$ cat src/rtl/vdi_pkg.sv
package vdi_pkg;
   localparam int VDI_MODE_W = 3;
   localparam logic [VDI_MODE_W-1:0] VDI_MODE_SD   = 3'b000;
   localparam logic [VDI_MODE_W-1:0] VDI_MODE_DDR  = 3'b010;
   localparam logic [VDI_MODE_W-1:0] VDI_MODE_ED2X = 3'b111;

   // expected protection nibble for a status byte
   function automatic logic [3:0] vdi_prot(input logic f, input logic v, input logic h);
      return {v ^ h, f ^ h, f ^ v, f ^ v ^ h};
   endfunction
endpackage

$ cat src/rtl/vdi_lane_sel.sv
module vdi_lane_sel #(
   parameter int DATA_W = 8,
   parameter int EDGE_W = 2
) (
   input  logic [EDGE_W-1:0] edge_sel,
   input  logic              single_rate,
   input  logic [DATA_W-1:0] lane_rise,
   input  logic [DATA_W-1:0] lane_fall,
   output logic [DATA_W-1:0] prim,
   output logic [DATA_W-1:0] sec
);
   logic luma_on_fall;

   assign luma_on_fall = (&edge_sel) && !single_rate;

   always_comb begin
      if (luma_on_fall) begin
         prim = lane_fall;
         sec  = lane_rise;
      end else begin
         prim = lane_rise;
         sec  = lane_fall;
      end
   end
endmodule

$ cat src/rtl/vdi_trs_det.sv
module vdi_trs_det #(
   parameter int DATA_W = 8
) (
   input  logic              clk,
   input  logic              rst_n,
   input  logic              is_ddr,
   input  logic [DATA_W-1:0] prim,
   input  logic [DATA_W-1:0] sec,
   output logic              hit,
   output logic [DATA_W-1:0] xy
);
   localparam int          HIST_D = 3;
   localparam logic [DATA_W-1:0] ONES = {DATA_W{1'b1}};
   localparam logic [DATA_W-1:0] ZERO = {DATA_W{1'b0}};

   logic [DATA_W-1:0] hist [HIST_D];
   logic [DATA_W-1:0] sec_q;
   logic              match_sr, match_ddr;

   assign match_sr  = (hist[2] == ONES) && (hist[1] == ZERO) && (hist[0] == ZERO);
   assign match_ddr = (hist[0] == ONES) && (sec_q == ZERO) && (prim == ZERO);
   assign hit       = is_ddr ? match_ddr : match_sr;
   assign xy        = is_ddr ? sec : prim;

   always_ff @(posedge clk) begin
      if (!rst_n || hit) begin
         hist[0] <= ZERO;
         sec_q   <= ZERO;
      end else begin
         hist[0] <= prim;
         sec_q   <= sec;
      end
   end

   generate
      for (genvar gi = 1; gi < HIST_D; gi++) begin : g_hist
         always_ff @(posedge clk) begin
            if (!rst_n || hit) hist[gi] <= ZERO;
            else               hist[gi] <= hist[gi-1];
         end
      end
   endgenerate


   sr_preamble_chk: assert property (@(posedge clk) disable iff (!rst_n)
      (hit && !is_ddr) |-> ($past(prim) == ZERO && $past(prim, 2) == ZERO && $past(prim, 3) == ONES));
endmodule

$ cat src/rtl/vdi_timing.sv
module vdi_timing (
   input  logic clk,
   input  logic rst_n,
   input  logic apply,
   input  logic reject,
   input  logic code_f,
   input  logic code_v,
   input  logic code_h,
   input  logic ext_act,
   input  logic ext_hs,
   input  logic ext_vs,
   input  logic pre_start,
   output logic hblank,
   output logic vblank,
   output logic field,
   output logic in_line,
   output logic prot_err
);
   always_ff @(posedge clk) begin
      if (!rst_n) begin
         hblank   <= 1'b1;
         vblank   <= 1'b1;
         field    <= 1'b0;
         in_line  <= 1'b0;
         prot_err <= 1'b0;
      end else begin
         prot_err <= reject;
         if (apply) field <= code_f;
         if (ext_act) begin
            hblank  <= ext_hs;
            vblank  <= ext_vs;
            in_line <= !ext_hs && !ext_vs;
         end else if (apply) begin
            hblank  <= code_h;
            vblank  <= code_v;
            in_line <= !code_h;
         end else if (pre_start) begin
            in_line <= 1'b0;
         end
      end
   end


   inline_nohblank_chk: assert property (@(posedge clk) disable iff (!rst_n)
      in_line |-> !hblank);


   prot_hold_chk: assert property (@(posedge clk) disable iff (!rst_n)
      (prot_err && !$past(ext_act)) |->
         ($stable(hblank) && $stable(vblank) && $stable(field) && $stable(in_line)));
endmodule

$ cat src/rtl/vdi_sample_asm.sv
module vdi_sample_asm #(
   parameter int DATA_W = 8
) (
   input  logic              clk,
   input  logic              rst_n,
   input  logic              is_ddr,
   input  logic              in_line,
   input  logic              suppress,
   input  logic              phase_clr,
   input  logic [DATA_W-1:0] prim,
   input  logic [DATA_W-1:0] sec,
   output logic [DATA_W-1:0] y_out,
   output logic [DATA_W-1:0] c_out,
   output logic              c_is_cr,
   output logic              smp_valid
);
   localparam int PH_W = 2;

   logic [PH_W-1:0]   phase;
   logic [DATA_W-1:0] c_hold;

   always_ff @(posedge clk) begin
      if (!rst_n) begin
         phase     <= '0;
         c_hold    <= '0;
         y_out     <= '0;
         c_out     <= '0;
         c_is_cr   <= 1'b0;
         smp_valid <= 1'b0;
      end else begin
         smp_valid <= 1'b0;
         if (phase_clr || !in_line) begin
            phase <= '0;
         end else if (!suppress) begin
            phase <= phase + 1'b1;
            if (is_ddr) begin
               y_out     <= prim;
               c_out     <= sec;
               c_is_cr   <= phase[0];
               smp_valid <= 1'b1;
            end else if (!phase[0]) begin
               c_hold <= prim;
            end else begin
               y_out     <= prim;
               c_out     <= c_hold;
               c_is_cr   <= phase[1];
               smp_valid <= 1'b1;
            end
         end
      end
   end


   sr_spacing_chk: assert property (@(posedge clk) disable iff (!rst_n)
      (smp_valid && !is_ddr) |=> !smp_valid);


   ddr_alt_chk: assert property (@(posedge clk) disable iff (!rst_n)
      (smp_valid && $past(smp_valid) && $past(is_ddr)) |-> (c_is_cr != $past(c_is_cr)));
endmodule

$ cat src/rtl/vid422_deint.sv
module vid422_deint #(
   parameter int DATA_W      = 8,
   parameter int MODE_W      = 3,
   parameter int EDGE_W      = 2,
   parameter bit EXT_SYNC_EN = 1'b1
) (
   input  logic              clk,
   input  logic              rst_n,
   input  logic [MODE_W-1:0] mode_sel,
   input  logic [EDGE_W-1:0] luma_edge_sel,
   input  logic              use_ext_sync,
   input  logic              ext_hsync,
   input  logic              ext_vsync,
   input  logic [DATA_W-1:0] lane_rise,
   input  logic [DATA_W-1:0] lane_fall,
   output logic [DATA_W-1:0] y_out,
   output logic [DATA_W-1:0] c_out,
   output logic              c_is_cr,
   output logic              smp_valid,
   output logic              hblank,
   output logic              vblank,
   output logic              field,
   output logic              prot_err
);
   import vdi_pkg::*;

   localparam int MRK_BIT = DATA_W - 1;
   localparam int F_BIT   = DATA_W - 2;
   localparam int V_BIT   = DATA_W - 3;
   localparam int H_BIT   = DATA_W - 4;
   localparam int P_HI    = DATA_W - 5;
   localparam int P_LO    = DATA_W - 8;
   localparam logic [DATA_W-1:0] ONES = {DATA_W{1'b1}};

   initial begin
      assert (DATA_W >= 8) else $error("DATA_W must be at least 8");
      assert (MODE_W == VDI_MODE_W) else $error("MODE_W must match the package");
      assert (EDGE_W >= 1) else $error("EDGE_W must be positive");
   end

   logic [MODE_W-1:0] mode_q;
   logic [EDGE_W-1:0] edge_q;
   logic              is_ddr, is_ed2x, ext_act;
   logic [DATA_W-1:0] prim, sec, xy;
   logic              hit, code_ok, apply, reject, pre_start, in_line;

   assign is_ddr  = (mode_q == VDI_MODE_DDR);
   assign is_ed2x = (mode_q == VDI_MODE_ED2X);

   generate
      if (EXT_SYNC_EN) begin : g_ext
         assign ext_act = use_ext_sync && !is_ed2x;
      end else begin : g_noext
         assign ext_act = use_ext_sync && 1'b0;
      end
   endgenerate

   always_ff @(posedge clk) begin
      if (!rst_n) begin
         mode_q <= VDI_MODE_SD;
         edge_q <= '0;
      end else if (apply) begin
         mode_q <= mode_sel;
         edge_q <= luma_edge_sel;
      end
   end

   vdi_lane_sel #(.DATA_W(DATA_W), .EDGE_W(EDGE_W)) i_lane_sel (
      .edge_sel    (edge_q),
      .single_rate (!is_ddr),
      .lane_rise   (lane_rise),
      .lane_fall   (lane_fall),
      .prim        (prim),
      .sec         (sec)
   );

   vdi_trs_det #(.DATA_W(DATA_W)) i_trs_det (
      .clk    (clk),
      .rst_n  (rst_n),
      .is_ddr (is_ddr),
      .prim   (prim),
      .sec    (sec),
      .hit    (hit),
      .xy     (xy)
   );

   assign code_ok   = xy[MRK_BIT] && (xy[P_HI:P_LO] == vdi_prot(xy[F_BIT], xy[V_BIT], xy[H_BIT]));
   assign apply     = hit && code_ok;
   assign reject    = hit && !code_ok;
   assign pre_start = (prim == ONES);

   vdi_timing i_timing (
      .clk       (clk),
      .rst_n     (rst_n),
      .apply     (apply),
      .reject    (reject),
      .code_f    (xy[F_BIT]),
      .code_v    (xy[V_BIT]),
      .code_h    (xy[H_BIT]),
      .ext_act   (ext_act),
      .ext_hs    (ext_hsync),
      .ext_vs    (ext_vsync),
      .pre_start (pre_start),
      .hblank    (hblank),
      .vblank    (vblank),
      .field     (field),
      .in_line   (in_line),
      .prot_err  (prot_err)
   );

   vdi_sample_asm #(.DATA_W(DATA_W)) i_sample_asm (
      .clk       (clk),
      .rst_n     (rst_n),
      .is_ddr    (is_ddr),
      .in_line   (in_line),
      .suppress  (pre_start && !ext_act),
      .phase_clr (apply),
      .prim      (prim),
      .sec       (sec),
      .y_out     (y_out),
      .c_out     (c_out),
      .c_is_cr   (c_is_cr),
      .smp_valid (smp_valid)
   );


   mode_hold_chk: assert property (@(posedge clk) disable iff (!rst_n)
      (!$stable(mode_q) || !$stable(edge_q)) |-> $past(apply));
endmodule

$ cat config.mk
export PLATFORM = sky130hd
export DESIGN_NAME = vid422_deint
export DESIGN_NICKNAME = d
export VERILOG_FILES = /design/src/rtl/vdi_pkg.sv /design/src/rtl/vdi_lane_sel.sv /design/src/rtl/vdi_trs_det.sv /design/src/rtl/vdi_timing.sv /design/src/rtl/vdi_sample_asm.sv /design/src/rtl/vid422_deint.sv
export SDC_FILE = /design/constraint.sdc
export NUM_CORES = 1
export LEC_CHECK = 0
export BUFFER_PORTS_ARGS = -buffer_cell sky130_fd_sc_hd__buf_2
export CORE_UTILIZATION = 42
export DETAILED_ROUTE_END_ITERATION = 16
export GPL_TIMING_DRIVEN = 0
export PLACE_DENSITY = 0.65
export REMOVE_ABC_BUFFERS = 1
export SETUP_SLACK_MARGIN = 0.1
export SYNTH_ARGS = -nofsm -noshare
export SYNTH_HDL_FRONTEND = slang
export SYNTH_SLANG_ARGS = --single-unit
$ cat constraint.sdc
create_clock -name clk -period 3.27 [get_ports clk]
set_input_delay 0.1635 -clock clk [delete_from_list [all_inputs] [get_ports clk]]
set_output_delay 0.1635 -clock clk [all_outputs]
set_load 0.05 [all_outputs]
==> results of run 1 <==
cells in the final DEF, fill, tap and decap left out, drive strengths merged, types with 9 or more instances in the layout:
cell,instances
o21ai,14
nor4,9
dfxtp,70
buf,50
clkbuf,9
mux2i,30
inv,11
nand3,18
a21oi,23
and3,23
nor2,20
nand2,60
critical path, cell delays in order, from the launching register on:
cell      delay, ns
dfxtp_1        0.35
or3b_1         0.62
o211ai_1       0.30
o21ai_2        0.14
a41oi_4        0.60
nand2_1        0.50
a21oi_1        0.29
cell families (layout without fill, tap and decap cells):
logic type             count (synthesis)  count (layout)  share of synthesized area
flip-flops                            70              70                      0.429
multiplexers                          31              31                     0.0953
AO/OA/AOI/OAI                         66              66                      0.138
AND/OR/NAND/NOR                      163             163                      0.258
XOR/XNOR                               9               9                     0.0241
buffers and inverters                 37              76                     0.0555
final cells by class:
cell class | instances | area share
multi-input combinational | 269 | 0.458
sequential | 70 | 0.379
timing repair buffer | 50 | 0.0731
clock buffer | 9 | 0.0335
tap | 99 | 0.0335
clock inverter | 7 | 0.0132
inverter | 10 | 0.0101
stage by stage:
stage	total power [mW]	util	instances	setup TNS, ns	worst slack, ns
finish	1.66	0.502	514	0	0.376
global route	1.74	0.502	514	0	0.133
CTS	1.68	0.500	512	0	0.0997
detailed placement	1.07	0.473	495	-7.92	-0.462
global placement	1.07	0.473	495	-7.01	-0.400
floorplan	0.998	-	349	0	0.394
power by group:
group          leakage [nW]  internal [mW]  switching, mW
Clock                0.0898          0.277          0.333
Sequential            0.572          0.881         0.0136
Combinational          1.01         0.0554          0.101
per-layer routing:
layer / vias to the layer above / track usage / part of all wire
met5: - / 0 / 0
met4: 0 / 0.0685 / 0.011
met3: 10 / 0.0592 / 0.066
met2: 103 / 0.314 / 0.47
met1: 1333 / 0.264 / 0.45
li1: 1398 / - / -
how the worst max path moves through the flow:
stage	from	to	slack (ns)	cells past startpoint
6_report	mode_q[2]	i_trs_det.sec_q[7]	0.38	6
4_1_cts	mode_q[1]	i_trs_det.sec_q[7]	0.1	6
3_5_place_dp	mode_q[1]	i_sample_asm.c_out[4]	-0.46	6
5_1_grt	mode_q[1]	i_trs_det.sec_q[6]	0.13	6
2_1_floorplan	mode_q[2]	i_sample_asm.c_out[0]	0.39	6
3_3_place_gp	mode_q[1]	i_sample_asm.c_out[4]	-0.40	6
sequential cells by signal, indices dropped and copies added (netlist names):
register	count
i_sample_asm.phase	2
i_trs_det.hist	24
i_sample_asm.smp_valid	1
mode_q	3
i_sample_asm.c_is_cr	1
i_sample_asm.c_out	8
i_timing.field	1
i_sample_asm.y_out	8
i_trs_det.sec_q	8
edge_q	2
i_timing.prot_err	1
i_timing.hblank	1
i_timing.in_line	1
i_sample_asm.c_hold	8
i_timing.vblank	1
what timing repair did:
item,CTS,global route
endpoints found under the setup margin,18,40
resized for setup,1,0
setup buffers,1,2
endpoints found under the hold margin,0,0
pin swaps,1,1
==> impl_summary.txt, run 1 <==
----------------------------------------------------
[Clock network]
  Buffer type at the clock tree root ... clkbuf_8
  CTS tree ... yes
  CTS H-tree lvls ... 3
  Number of clock sinks ... 70
  Clock-pin slew on the worst setup and hold paths ... approximately 0.080 ns
  Number of buffers added to fix hold violations after cts ... 0
  Latest clock arrival within the worst-skew pair ... between 0.3 and 0.4 ns
  Number of buffers created by CTS ... 9
  Maximum root-to-sink buffer count ... 2

[STA]
  Final setup violation count ... 0
  Actual transition at the worst max-transition pin ... 0.889 ns
  Worst max-slew margin expressed relative to the limit ... 0.408
  Slew Viols, Final ... 0
  Part of the cycle the worst path needs ... 0.885
  Hold Vio Cnt, Final ... 0
  Worst hold margin ... about 0.06 ns
  Post-layout minimum cycle time ... 2.89 ns
  Clock skew after layout ... 0.00837 ns
  Max Fclk ... 0.345 GHz
  RSZ-0062 raised after global routing ... no

[Floorplan]
  Effective utilization at floorplan ... 0.443
  Height of the chip ... 90.2 µm
  Placement row count ... 31
  Die area ... 8140 µm²
  Number of ports placed on the die boundary ... 48
  Area of the core region ... 7370 µm²
  Die outline width ... between 90 and 100 µm

[Worst setup path]
  Count of cells along the worst register-to-register path ... 6
  Highest fanout seen on the critical path ... 26
  Critical path class ... flip-flop to flip-flop
  Startpoint kind of the worst setup timing path ... flip-flop
  RR Endpoint ... i_trs_det.sec_q[7]
  Data arrival time at the worst-slack endpoint ... 3.15 ns
  WP data required ... 3.53 ns
  Setup slack of the worst register-to-register path ... 0.38 ns
  Endpoint kind of the worst setup timing path ... flip-flop
  Reg-to-reg critical path startpoint ... mode_q[2]

[Final layout]
  Area added between synthesis and finish ... 13.2%
  Area taken by flip-flops and latches ... 1400 µm²
  Layout Cell Area excl Fill ... roughly 3700 µm²
  Area of the multi-input gates ... between 1500 and 2000 µm²
  ANT cells ... 0
  Post-layout nets ... approximately 440
  Fraction of layout cells with a size suffix above 1 ... 0.193
  Count of filler cells inserted in the layout ... around 750

[Logic synthesis]
  Top cells by area, synth ... dfxtp_1, mux2i_1, nand2_1
  Cell Area, Synth ... 3270 µm²
  EDFF count, synth ... 0
  Asr flop ratio synth ... 0
  Leading cell type by number of instances after synthesis ... dfxtp_1
  Synthesized area per cell ... 8.69 µm²
  Most used flip-flop cell after synthesis ... dfxtp_1
  Fraction of the yosys area taken by sequential cells ... 0.429
  Synthesized instance count ... 376
  Post-synthesis register bit count ... 70
  Distinct cell type count of the synthesized netlist ... ~50
  Most frequent cells after synthesis ... dfxtp_1, nand2_1, mux2i_1
  Warnings from Yosys ... 0
  Largest area contributor in the synthesized netlist ... dfxtp_1
  Yosys top cell area share ... 0.429

[GRT]
  Wire length of the first global-routing pass ... 12900 µm
  GRT overflow ... 0
  Total routing resource utilization after global routing ... 0.201
  Number of antenna violations at the first check in global routing ... 0
  Number of global-route vias before repair ... 2581
  Maximum number of pins on one net before global-route repair ... 58

[Min path]
  Hold Path Stages ... 3
  Class of the tightest hold or removal check ... input pin to flip-flop
  Endpoint of the worst hold path ... edge_q[1]
  Startpoint of the lowest-slack hold path ... luma_edge_sel[1]

[Route]
  Ratio of routed vias to standard cells ... 5.53
  Drt first pass iters ... 4
  Wirelength per Cell ... 15.2 µm
  Post-detailed-route DRC marker count ... 0
  Overall routed net length ... 7810 µm
  Vias after detailed routing ... 2844
  Post-route ant nets ... 0
  Iteration-0 DRC Markers ... 147

[Place]
  HPWL after detailed placement ... 5310 µm
  Placement-stage cell area ... between 3000 and 4000 µm²
  Count of buffers from port buffering ... 47
  RePlAce Congestion ... 0.867

[Power and ir drop]
  Worst IR Drop VDD ... 0.221 mV
  Static Leakage ... 1.67 nW
  Power density cells ... between 400 and 500 nW/µm²

[Run]
  Max-cap violation count ... 0

[Run status]
  Status ... complete, no violations

----------------------------------------------------
No activity file was read; power rests on OpenSTA's default activity.
==> run 2: changes to the inputs <==
- PLACE_DENSITY: 0.65 -> 0.71
==> run 2 against run 1 <==
  * Sequential cell count stayed put
  * Maximum frequency rose by 0.59%
  * Count of clock-buffer cells in the layout unchanged
  * Cell count grew 0.39%
  * Clock skew decreased by 0.0023 ns
  * Global-route usage is 0.16 points higher
  * Sequential share of layout area down 0.39 points
  * Via count grew 1.2%
  * Power is 4.8% higher
  * Non-clock buffer count rose by 2
  * Die area unchanged
  * Largest cell class unchanged
  * Largest power group unchanged
==> impl_summary.txt, run 2 (synthesis gave the netlist of run 1 again) <==
----------------------------------------------------
[Place]
  Count of placed standard cells including taps ... 495
  RePlAce Congestion ... about 0.9
  Pre-CTS setup slack ... -0.444 ns
  HPWL after detailed placement ... ~5400 µm
  Count of buffers from port buffering ... 47

[Worst setup path]
  Setup slack of the worst register-to-register path ... 0.39 ns
  Critical path class ... flip-flop to flip-flop
  Startpoint kind of the worst setup timing path ... flip-flop
  Count of cells along the worst register-to-register path ... 6
  Delay contributed by the slowest stage of the critical path ... 0.63 ns
  Reg-to-reg critical path startpoint ... mode_q[2]
  Cell Chain, Critical Path ... or3b_1 > o211ai_1 > o21ai_2 > a41oi_4 > nand2_1 > a21oi_1
  Cell type of the slowest stage on the worst timing path ... or3b_1
  WP data required ... roughly 3.5 ns
  Endpoint kind of the worst setup timing path ... flip-flop
  Data arrival time at the worst-slack endpoint ... 3.14 ns
  RR Endpoint ... i_trs_det.sec_q[7]
  Highest fanout seen on the critical path ... 26

[Clock network]
  Number of buffers created by CTS ... 9
  Buffer type at the clock tree root ... clkbuf_8
  CTS H-tree lvls ... 3
  Clock-pin slew on the worst setup and hold paths ... 0.07 ns
  CTS tree ... yes
  Maximum root-to-sink buffer count ... 2
  Number of buffers added to fix hold violations after cts ... 0
  Number of clock sinks ... 70
  Latest clock arrival within the worst-skew pair ... 0.35 ns

[Power and ir drop]
  Combinational share of power ... 0.090
  Worst IR Drop VDD ... between 0.3 and 0.4 mV
  Sw frac ... 0.259
  Clock network fraction of design power ... 0.396
  Tot Pwr ... ~1.7 mW
  Net switching power figure ... 0.450 mW
  Part of the total power dissipated in sequential elements ... 0.514
  Power density cells ... 466 nW/µm²
  Static Leakage ... around 1.7 nW
  Cell-internal power ... 1.29 mW

[STA]
  Slew Viols, Final ... 0
  Hold Vio Cnt, Final ... 0
  Worst max-slew margin expressed relative to the limit ... 0.414
  Part of the cycle the worst path needs ... 0.880
  RSZ-0062 raised after global routing ... no
  Clock skew after layout ... 0.00607 ns
  PnR worst setup slack ... 0.393 ns
  Post-layout minimum cycle time ... 2.88 ns
  Actual transition at the worst max-transition pin ... around 0.88 ns
  Final setup violation count ... 0
  Max Fclk ... 0.348 GHz

[Floorplan]
  Area of the core region ... about 7400 µm²
  Height of the chip ... 90.2 µm
  Die outline width ... around 90 µm
  Number of ports placed on the die boundary ... 48
  Die area ... 8140 µm²
  Placement row count ... 31
  Effective utilization at floorplan ... 0.443

[Min path]
  Endpoint of the worst hold path ... mode_q[0]
  Class of the tightest hold or removal check ... input pin to flip-flop
  Hold Path Stages ... 3
  Startpoint of the lowest-slack hold path ... mode_sel[0]

[Final layout]
  Post-layout nets ... approximately 440
  ANT cells ... 0
  Fraction of layout cells with a size suffix above 1 ... 0.197
  Leading cell type in the layout, fill and taps excluded ... dfxtp_1
  Most frequent cells in the layout ... dfxtp_1, nand2_1, buf_2
  Flip-flop count of the largest register, all copies and words added ... 24
  Area added between synthesis and finish ... 14.4%
  Most flops, register ... i_trs_det.hist
  Count of filler cells inserted in the layout ... 731
  Count of placed standard cells in the final layout, fillers left out ... 516

[Route]
  Iteration-0 DRC Markers ... slightly below 200
  Drt first pass iters ... 5
  Post-detailed-route DRC marker count ... 0
  Post-route ant nets ... 0
  Ratio of routed vias to standard cells ... 5.58
  Vias after detailed routing ... roughly 2900
  Wirelength per Cell ... ~15 µm
  Overall routed net length ... between 7000 and 8000 µm

[GRT]
  Number of antenna violations at the first check in global routing ... 0
  Number of global-route vias before repair ... 2642
  Total routing resource utilization after global routing ... 0.203
  Maximum number of pins on one net before global-route repair ... 58
  GRT overflow ... 0
  Wire length of the first global-routing pass ... 13000 µm

[Run status]
  Status ... complete, no violations

[Run]
  Max-cap violation count ... 0

----------------------------------------------------
run 2: stage by stage:
step / util / setup TNS, ns / hold slack [ns] / instance area [µm²]
2_1_floorplan: - / 0 / 0.255 / 3120
3_3_place_gp: 0.473 / -6.42 / 0.420 / 3480
3_5_place_dp: 0.473 / -7.70 / 0.429 / 3480
4_1_cts: 0.503 / 0 / 0.0619 / 3710
5_1_grt: 0.507 / 0 / 0.0693 / 3740
6_report: 0.507 / 0 / 0.0699 / 3740
run 2: how the worst max path moves through the flow:
stage                     cells past startpoint  slack, ns  startpoint                    end
after CTS                                     6       0.14   mode_q[1]     i_trs_det.sec_q[4]
final                                         6       0.39   mode_q[2]     i_trs_det.sec_q[7]
after global placement                        6      -0.37   mode_q[1]  i_sample_asm.c_out[4]
after detailed placement                      6      -0.44   mode_q[1]  i_sample_asm.c_out[5]
after floorplan                               6       0.39   mode_q[2]  i_sample_asm.c_out[0]
after global routing                          6       0.13   mode_q[2]     i_trs_det.sec_q[7]
run 2: what timing repair did:
item	4_1_cts	5_1_grt
endpoints found under the hold margin	0	0
resized for setup	1	0
pin swaps	1	1
endpoints found under the setup margin	18	34
buffers inserted	1	4
run 2: worst max-delay path, delay by kind of cell (launching register included):
family          cells  cell delay [ns]
compound gates      4             1.30
simple gates        2             1.12
flops               1             0.36
run 2: power by group through the flow:
stage	Combinational [mW]	Clock, mW	Sequential [mW]
4_1_cts	0.155	0.705	0.894
2_1_floorplan	0.0783	0	0.920
3_5_place_dp	0.154	0	0.914
3_3_place_gp	0.152	0	0.913
6_report	0.157	0.689	0.894
5_1_grt	0.173	0.749	0.897
run 2: layout make-up:
type | instances | area (µm²) | share of cell area
clock inverters | 7 | 72.6 | 0.0194
multi-input cells | 269 | 1690 | 0.453
flip-flops and latches | 70 | 1400 | 0.375
well taps | 99 | 124 | 0.0331
inverters | 10 | 37.5 | 0.0100
clock buffers | 9 | 124 | 0.0331
repair buffers | 52 | 285 | 0.0763
run 2: routing by layer:
layer / wire (µm) / track usage
met4: 168 / 0.0793
met3: 621 / 0.0499
met1: 3410 / 0.258
met5: 0 / 0
met2: 3670 / 0.330
